<file path="src/rtl/cfgt_pkg.sv">
package cfgt_pkg;
    localparam logic [7:0] OP_READ_ID  = 8'hE0;
    localparam logic [7:0] OP_ENABLE   = 8'hC6;
    localparam logic [7:0] OP_ERASE    = 8'h0E;
    localparam logic [7:0] OP_FINISH   = 8'h5E;
    localparam logic [7:0] OP_ADDR_CLR = 8'h46;
    localparam logic [7:0] OP_PAGE     = 8'h70;
    localparam logic [7:0] OP_STATUS   = 8'h3C;
    localparam logic [7:0] OP_REFRESH  = 8'h79;
    localparam logic [7:0] ENABLE_KEY  = 8'h08;

    localparam logic [2:0] ERR_NONE = 3'd0;
    localparam logic [2:0] ERR_CMD  = 3'd2;
    localparam logic [2:0] ERR_OVFL = 3'd6;

    localparam int PAGE_BYTES = 16;

    typedef enum logic {WAIT_ERASE, WAIT_REFRESH} wait_kind_e;

    function automatic logic [31:0] pack_status(input logic dver, input logic [2:0] err,
                                                input logic fail, input logic busy,
                                                input logic en, input logic done_f);
        logic [31:0] w;
        w        = '0;
        w[27]    = dver;
        w[25:23] = err;
        w[13]    = fail;
        w[12]    = busy;
        w[9]     = en;
        w[8]     = done_f;
        return w;
    endfunction
endpackage

</file>
<file path="src/rtl/cfgt_spi_port.sv">
module cfgt_spi_port (
    input  logic       clk,
    input  logic       rst_n,
    input  logic       sclk,
    input  logic       cs_n,
    input  logic       mosi,
    input  logic [7:0] tx_byte,
    output logic       miso,
    output logic       frame_start,
    output logic       frame_end,
    output logic       rx_valid,
    output logic [7:0] rx_byte
);
    typedef struct packed {
        logic [2:0] sclk_s;
        logic [2:0] cs_s;
        logic [1:0] mosi_s;
        logic [2:0] bit_cnt;
        logic [6:0] rx_sh;
        logic [7:0] tx_sh;
        logic       rx_valid;
        logic [7:0] rx_byte;
    } port_t;

    port_t q, d;
    logic rise, fall, active;

    assign rise        = q.sclk_s[1] & ~q.sclk_s[2];
    assign fall        = ~q.sclk_s[1] & q.sclk_s[2];
    assign active      = ~q.cs_s[1];
    assign frame_start = q.cs_s[2] & ~q.cs_s[1];
    assign frame_end   = ~q.cs_s[2] & q.cs_s[1];

    always_comb begin
        d          = q;
        d.sclk_s   = {q.sclk_s[1:0], sclk};
        d.cs_s     = {q.cs_s[1:0], cs_n};
        d.mosi_s   = {q.mosi_s[0], mosi};
        d.rx_valid = 1'b0;
        if (frame_start) begin
            d.bit_cnt = '0;
            d.tx_sh   = '0;
        end else if (active && rise) begin
            d.bit_cnt = q.bit_cnt + 3'd1;
            d.rx_sh   = {q.rx_sh[5:0], q.mosi_s[1]};
            if (q.bit_cnt == 3'd7) begin
                d.rx_valid = 1'b1;
                d.rx_byte  = {q.rx_sh, q.mosi_s[1]};
                d.tx_sh    = tx_byte;
            end
        end else if (active && fall && q.bit_cnt != 3'd0) begin
            d.tx_sh = {q.tx_sh[6:0], 1'b0};
        end
    end

    always_ff @(posedge clk or negedge rst_n) begin
        if (!rst_n) begin
            q      <= '0;
            q.cs_s <= 3'b111;
        end else begin
            q <= d;
        end
    end

    assign miso     = q.tx_sh[7];
    assign rx_valid = q.rx_valid;
    assign rx_byte  = q.rx_byte;
endmodule

</file>
<file path="src/rtl/cfgt_page_mem.sv">
module cfgt_page_mem #(
    parameter int PAGES = 8,
    localparam int PG_W  = $clog2(PAGES),
    localparam int IDX_W = $clog2(PAGES * cfgt_pkg::PAGE_BYTES)
) (
    input  logic                                 clk,
    input  logic                                 we,
    input  logic [PG_W-1:0]                      waddr,
    input  logic [cfgt_pkg::PAGE_BYTES*8-1:0]    wdata,
    input  logic [IDX_W-1:0]                     raddr,
    output logic [7:0]                           rdata
);
    logic [cfgt_pkg::PAGE_BYTES*8-1:0] rows [PAGES];
    logic [cfgt_pkg::PAGE_BYTES*8-1:0] row;
    int unsigned                       k;

    always_ff @(posedge clk) begin
        if (we) rows[waddr] <= wdata;
    end

    always_comb begin
        row   = rows[raddr[IDX_W-1:4]];
        k     = 32'(raddr[3:0]);
        rdata = row[(15 - k) * 8 +: 8];
    end
endmodule

</file>
<file path="src/rtl/cfgt_engine.sv">
module cfgt_engine
    import cfgt_pkg::*;
#(
    parameter logic [31:0] ID_WORD        = 32'h1234_ABCD,
    parameter logic        DEV_VER        = 1'b1,
    parameter int          PAGES          = 8,
    parameter int          ERASE_CYCLES   = 5000,
    parameter int          REFRESH_CYCLES = 8000,
    localparam int PG_W  = $clog2(PAGES),
    localparam int TMR_W = $clog2((ERASE_CYCLES > REFRESH_CYCLES ? ERASE_CYCLES : REFRESH_CYCLES) + 1)
) (
    input  logic                    clk,
    input  logic                    rst_n,
    input  logic                    frame_start,
    input  logic                    frame_end,
    input  logic                    rx_valid,
    input  logic [7:0]              rx_byte,
    output logic [7:0]              tx_byte,
    output logic                    pg_we,
    output logic [PG_W-1:0]         pg_addr,
    output logic [PAGE_BYTES*8-1:0] pg_data,
    output logic                    done
);
    typedef struct packed {
        logic [4:0]              cnt;
        logic [7:0]              op;
        logic [7:0]              key;
        logic [31:0]             resp;
        logic [PAGE_BYTES*8-1:0] buf_w;
        logic                    loading;
        logic [PG_W-1:0]         addr;
        logic [PG_W-1:0]         wr_addr;
        logic                    we;
        logic                    enable;
        logic                    done;
        logic                    busy;
        logic                    fail;
        logic [2:0]              err;
        logic [TMR_W-1:0]        timer;
        wait_kind_e              kind;
    } eng_t;

    eng_t        q, d;
    logic [31:0] status_w, resp_now;

    always_comb begin
        status_w = pack_status(DEV_VER, q.err, q.fail, q.busy, q.enable, q.done);
        resp_now = (q.op == OP_READ_ID) ? ID_WORD : (q.op == OP_STATUS) ? status_w : 32'd0;
        case (q.cnt)
            5'd3:    tx_byte = resp_now[31:24];
            5'd4:    tx_byte = q.resp[23:16];
            5'd5:    tx_byte = q.resp[15:8];
            5'd6:    tx_byte = q.resp[7:0];
            default: tx_byte = 8'h00;
        endcase
    end

    always_comb begin
        d    = q;
        d.we = 1'b0;
        if (q.busy) begin
            if (q.timer == TMR_W'(1)) begin
                d.busy = 1'b0;
                if (q.kind == WAIT_ERASE) begin
                    d.done = 1'b0;
                    d.addr = '0;
                end else begin
                    d.enable = 1'b0;
                end
            end else begin
                d.timer = q.timer - TMR_W'(1);
            end
        end
        if (rx_valid) begin
            d.cnt = (q.cnt == 5'd31) ? q.cnt : q.cnt + 5'd1;
            if (q.cnt == 5'd0) d.op = rx_byte;
            else if (q.cnt == 5'd1) d.key = rx_byte;
            else if (q.cnt == 5'd3) begin
                d.resp = resp_now;
                case (q.op)
                    OP_READ_ID, OP_STATUS: ;
                    OP_ENABLE: begin
                        if (q.key == ENABLE_KEY) begin
                            d.enable = 1'b1;
                            d.fail   = 1'b0;
                            d.err    = ERR_NONE;
                        end else begin
                            d.err = ERR_CMD;
                        end
                    end
                    OP_ERASE: begin
                        d.busy  = 1'b1;
                        d.kind  = WAIT_ERASE;
                        d.timer = TMR_W'(ERASE_CYCLES);
                    end
                    OP_REFRESH: begin
                        d.busy  = 1'b1;
                        d.kind  = WAIT_REFRESH;
                        d.timer = TMR_W'(REFRESH_CYCLES);
                    end
                    OP_ADDR_CLR: d.addr = '0;
                    OP_FINISH, OP_PAGE: begin
                        if (!q.enable) begin
                            d.err  = ERR_CMD;
                            d.fail = 1'b1;
                        end else if (q.op == OP_PAGE) begin
                            d.loading = 1'b1;
                        end else begin
                            d.done = 1'b1;
                            d.err  = ERR_NONE;
                        end
                    end
                    default: d.err = ERR_CMD;
                endcase
            end else if (q.loading && q.cnt < 5'd20) begin
                d.buf_w = {q.buf_w[PAGE_BYTES*8-9:0], rx_byte};
            end
        end
        if (frame_end && q.loading) begin
            d.loading = 1'b0;
            if (q.cnt == 5'd20) begin
                d.we      = 1'b1;
                d.wr_addr = q.addr;
                d.addr    = (q.addr == PG_W'(PAGES - 1)) ? '0 : q.addr + PG_W'(1);
            end else begin
                d.err = ERR_OVFL;
            end
        end
        if (frame_start) begin
            d.cnt     = '0;
            d.loading = 1'b0;
        end
    end

    always_ff @(posedge clk or negedge rst_n) begin
        if (!rst_n) q <= '0;
        else        q <= d;
    end

    assign pg_we   = q.we;
    assign pg_addr = q.wr_addr;
    assign pg_data = q.buf_w;
    assign done    = q.done;

    assert_busy_hold_R4: assert property (@(posedge clk) disable iff (!rst_n)
        (q.busy && q.timer > TMR_W'(1)) |=> q.busy);
    assert_write_enabled_R5: assert property (@(posedge clk) disable iff (!rst_n)
        q.we |-> q.enable);
    assert_fail_code_R7: assert property (@(posedge clk) disable iff (!rst_n)
        $rose(q.fail) |-> q.err == ERR_CMD);
    assert_done_clean_R8: assert property (@(posedge clk) disable iff (!rst_n)
        $rose(q.done) |-> q.err == ERR_NONE);
    assert_enable_drop_R10: assert property (@(posedge clk) disable iff (!rst_n)
        $fell(q.enable) |-> $past(q.busy));
endmodule

</file>
<file path="src/rtl/cfgt_target.sv">
module cfgt_target #(
    parameter logic [31:0] ID_WORD        = 32'h1234_ABCD,
    parameter logic        DEV_VER        = 1'b1,
    parameter int          PAGES          = 8,
    parameter int          ERASE_CYCLES   = 5000,
    parameter int          REFRESH_CYCLES = 8000,
    localparam int PG_W  = $clog2(PAGES),
    localparam int IDX_W = $clog2(PAGES * cfgt_pkg::PAGE_BYTES)
) (
    input  logic             clk,
    input  logic             rst_n,
    input  logic             sclk,
    input  logic             cs_n,
    input  logic             mosi,
    output logic             miso,
    input  logic [IDX_W-1:0] dbg_addr,
    output logic [7:0]       dbg_data,
    output logic             done
);
    logic       f_start, f_end, rx_v;
    logic [7:0] rx_b, tx_b;
    logic       we;
    logic [PG_W-1:0] waddr;
    logic [cfgt_pkg::PAGE_BYTES*8-1:0] wdata;

    cfgt_spi_port u_port (
        .clk(clk), .rst_n(rst_n), .sclk(sclk), .cs_n(cs_n), .mosi(mosi),
        .tx_byte(tx_b), .miso(miso), .frame_start(f_start), .frame_end(f_end),
        .rx_valid(rx_v), .rx_byte(rx_b)
    );

    cfgt_engine #(
        .ID_WORD(ID_WORD), .DEV_VER(DEV_VER), .PAGES(PAGES),
        .ERASE_CYCLES(ERASE_CYCLES), .REFRESH_CYCLES(REFRESH_CYCLES)
    ) u_engine (
        .clk(clk), .rst_n(rst_n), .frame_start(f_start), .frame_end(f_end),
        .rx_valid(rx_v), .rx_byte(rx_b), .tx_byte(tx_b), .pg_we(we),
        .pg_addr(waddr), .pg_data(wdata), .done(done)
    );

    cfgt_page_mem #(.PAGES(PAGES)) u_mem (
        .clk(clk), .we(we), .waddr(waddr), .wdata(wdata),
        .raddr(dbg_addr), .rdata(dbg_data)
    );
endmodule

</file>
<file path="config.mk">
export PLATFORM = sky130hd
export DESIGN_NAME = cfgt_target
export DESIGN_NICKNAME = d
export VERILOG_FILES = /design/src/rtl/cfgt_pkg.sv /design/src/rtl/cfgt_spi_port.sv /design/src/rtl/cfgt_page_mem.sv /design/src/rtl/cfgt_engine.sv /design/src/rtl/cfgt_target.sv
export SDC_FILE = /design/constraint.sdc
export NUM_CORES = 1
export LEC_CHECK = 0
export BUFFER_PORTS_ARGS = -buffer_cell sky130_fd_sc_hd__buf_4
export CAP_MARGIN = 20
export CORE_AREA = 2 2 390 392
export DETAILED_ROUTE_END_ITERATION = 16
export DIE_AREA = 0 0 392 394
export PLACE_DENSITY_LB_ADDON = 0.1
export SETUP_SLACK_MARGIN = 0.3
export SLEW_MARGIN = 10
export SYNTH_ARGS = -nofsm -noshare
export SYNTH_HDL_FRONTEND = slang
export SYNTH_SLANG_ARGS = --single-unit
</file>
<file path="constraint.sdc">
create_clock -name clk -period 26.3 [get_ports clk]
set_clock_uncertainty 0.05 [all_clocks]
set_input_delay 2.63 -clock clk [delete_from_list [all_inputs] [get_ports clk]]
set_output_delay 2.63 -clock clk [all_outputs]
set_load 0.02 [all_outputs]
</file>
==> flow_metrics.py <==
metrics = {
    "die": {
        "die_x_um": 392,
        "initial_utilization": 0.317,
        "ios": 22,
        "rows": 143,
        "fp.coreArea_um2": 151000,
        "die_y_um": 394,
        "die_area_um2": 154000,
    },
    "critical_path": {
        "endpoint_kind": "primary output",
        "crit_buf_inv": 4,
        "cp_max_fo": 70,
        "r2r_cells": 7,
        "path_delay_family": "buffers and inverters",
        "crit_cells": 8,
        "crit_chain": "buf_8 > buf_4 > buf_4 > mux4_2 > mux4_2 > mux4_2 > mux2_2 > buf_4",
        "crit_arrival_ns": 7.09,
        "required_ns": 23.62,
        "r2r-start": "u_engine.q[207]",
        "critPathSlowestCell": "buf_4",
        "startpoint": "dbg_addr[4]",
        "cp_slowest_stage_delay_ns": 0.82,
        "critPathKind": "in -> out",
        "worstSetupStartpointType": "primary input",
    },
    "route": {
        "dr_total_vias": 21300,
        "drc_errors": 0,
        "routed_wl_mm": 107,
        "viasPerCell": 4.87,
        "ant_nets": 0,
        "drtIter0Drc": 1346,
        "drt-wirelength-per-cell_um": 24.5,
        "drt_pre_antenna_iters": 5,
    },
    "synthesis": {
        "ys_types": 59,
        "synth-main-ff-cell": "edfxtp_1",
        "synth-seq-cells": 1243,
        "netlist_top_cells_count": "edfxtp_1 (1024), mux4_2 (336), dfrtp_1 (216)",
        "ys_top_cells_by_area": "edfxtp_1 (64%), mux4_2 (16%), dfrtp_1 (11%)",
        "synth_edf_count": 1024,
        "synth_most_common_cell": "edfxtp_1",
        "yosysTopAreaCell": "edfxtp_1",
        "synthCells": 2119,
        "yosys_warnings": 0,
        "async_flop_share": 0.176,
        "syn_nets": 2143,
        "seq_area_frac_synth": 0.758,
        "synth_top_cell_area_share": 0.644,
        "syn_area_per_cell_um2": 22.5,
        "synth_area_um2": 47800,
    },
    "sta": {
        "setup_viol": 0,
        "period_needed_ns": 9.77,
        "relSlewSlack": 0.332,
        "finalCritPeriodShare": 0.371,
        "tns_ns": 0,
        "fmax_mhz": 102,
        "tightest_slew_ns": 1.00,
        "finalHoldViolations": 0,
        "rsz0062_at_grt": "false",
        "slew_violations": 0,
    },
    "layout": {
        "synthToLayoutAreaGrowth_pct": 15.3,
        "fin_cells": 4365,
        "antenna_cells": 0,
        "drive_gt1_frac": 0.334,
        "nNetsFinal": 2239,
    },
    "placement": {
        "portBuffers": 21,
        "gp_congestion": 0.709,
        "place_hpwl_mm": 52.4,
        "dp_cells": 4102,
    },
    "run_status": {
        "outcome": "completed",
    },
    "clock_tree": {
        "root_buffer": "clkbuf_16",
        "h-tree-depth": 4,
        "clkSinkCount": 1243,
        "clockBufferDepth": 3,
        "cts_setup_buffers": 0,
        "holdBufCountCts": 0,
        "numCtsBuffers": 141,
        "ctsResizeCount": 0,
        "tritoncts": "built",
        "path_clk_slew_ns": 0.06,
        "clk_latency_ns": 0.77,
    },
    "min_path": {
        "hp-start": "u_port.d[33]",
        "worstHoldPathType": "reg -> reg",
        "whs_path_depth": 0,
    },
    "job": {
        "max_cap_violations": 0,
    },
    "grt": {
        "grt-ovfl-total": 0,
        "grt_max_degree": 129,
        "antenna_found_initial": 5,
        "grt_pass1_wl_mm": 160,
        "track_usage": 0.142,
        "grt_pass1_vias": 23600,
    },
    "power_and_ir_drop": {
        "finalPower_mw": 4.14,
        "peakVddDrop_v": 0.0000486,
        "p_per_area_nw_per_um2": 75.2,
        "power.leakage_nw": 15.8,
    },
}
==> routing by layer <==
| metal | wire length [um] | track usage |
|---|---|---|
| met1 | 47400 | 0.188 |
| met2 | 53700 | 0.238 |
| met3 | 3790 | 0.0262 |
| met4 | 2210 | 0.0411 |
| met5 | 0 | 0 |
==> cell families after synthesis <==
family	after synthesis	synth area share
flip-flops	1243	0.758
XOR/XNOR	11	0.00202
AO/OA/AOI/OAI	73	0.0104
adder cells (fa/ha/maj)	12	0.00314
AND/OR/NAND/NOR	159	0.0172
buffers and inverters	114	0.0102
multiplexers	507	0.199
==> final timing paths <==
kind	end	slack, ns
setup / recovery	dbg_data[0]	16.53
hold / removal	u_port.d[34]	0.30
setup reg to reg	u_engine.pg_data[93]	22.16
hold reg to reg	u_port.d[34]	0.30
max in group asynchronous	u_engine.pg_data[113]	22.22
min in group asynchronous	u_port.d[33]	1.79
==> per-stage QoR <==
stage / util / hold slack, ns / cell area (um2) / worst slack, ns
global placement: 0.335 / 0.294 / 50400 / 16.27
floorplan: - / 0.281 / 47800 / 16.28
detailed placement: 0.335 / 0.293 / 50400 / 16.24
finish: 0.366 / 0.304 / 55100 / 16.53
global route: 0.366 / 0.308 / 55100 / 16.04
CTS: 0.366 / 0.307 / 55100 / 16.24
==> power breakdown <==
part           total (mW)  switching (mW)  internal, mW
combinational      0.0712          0.0453        0.0258
clock                1.96           0.788          1.17
sequential           2.11         0.00359          2.11
==> worst register-to-register path: cells and delay by family (launching register included) <==
| family | cells | cell delay, ns |
|---|---|---|
| buffers and inverters | 3 | 2.29 |
| AND/OR/NAND/NOR | 2 | 0.64 |
| flip-flops | 1 | 0.47 |
| multiplexers | 1 | 0.44 |
| AO/OA/AOI/OAI | 1 | 0.14 |
==> registers in the layout, indices dropped and copies added (netlist names) <==
signal,flops
u_engine.q,51
u_mem.rows,1024
u_port.miso,1
u_port.rx_byte,8
u_port.rx_valid,1
u_engine.done,1
u_port.d,5
u_engine.pg_we,1
u_engine.pg_data,128
u_engine.pg_addr,3
u_port.q,20
==> layout by cell type (no fill, tap or decap), types with 18 or more instances in the layout <==
cell type | netlist | final
a21oi_1 | 18 | 18
buf_4 | 7 | 50
clkbuf_1 | 59 | 48
clkbuf_16 | 0 | 145
dfrtp_1 | 216 | 216
edfxtp_1 | 1024 | 1024
mux2_2 | 168 | 168
mux4_2 | 336 | 336
nand2_1 | 52 | 52
nor2_1 | 29 | 23
==> layout make-up <==
cell class | instances | area [um2]
flip-flops and latches | 1243 | 36200
fillers | 13800 | 95600
well taps | 2030 | 2540
clock buffers | 206 | 3990
multi-input cells | 762 | 11100
clock inverters | 57 | 662
inverters | 9 | 33.8
repair buffers | 58 | 512
Note: power is estimated with default switching activity, not from simulation.
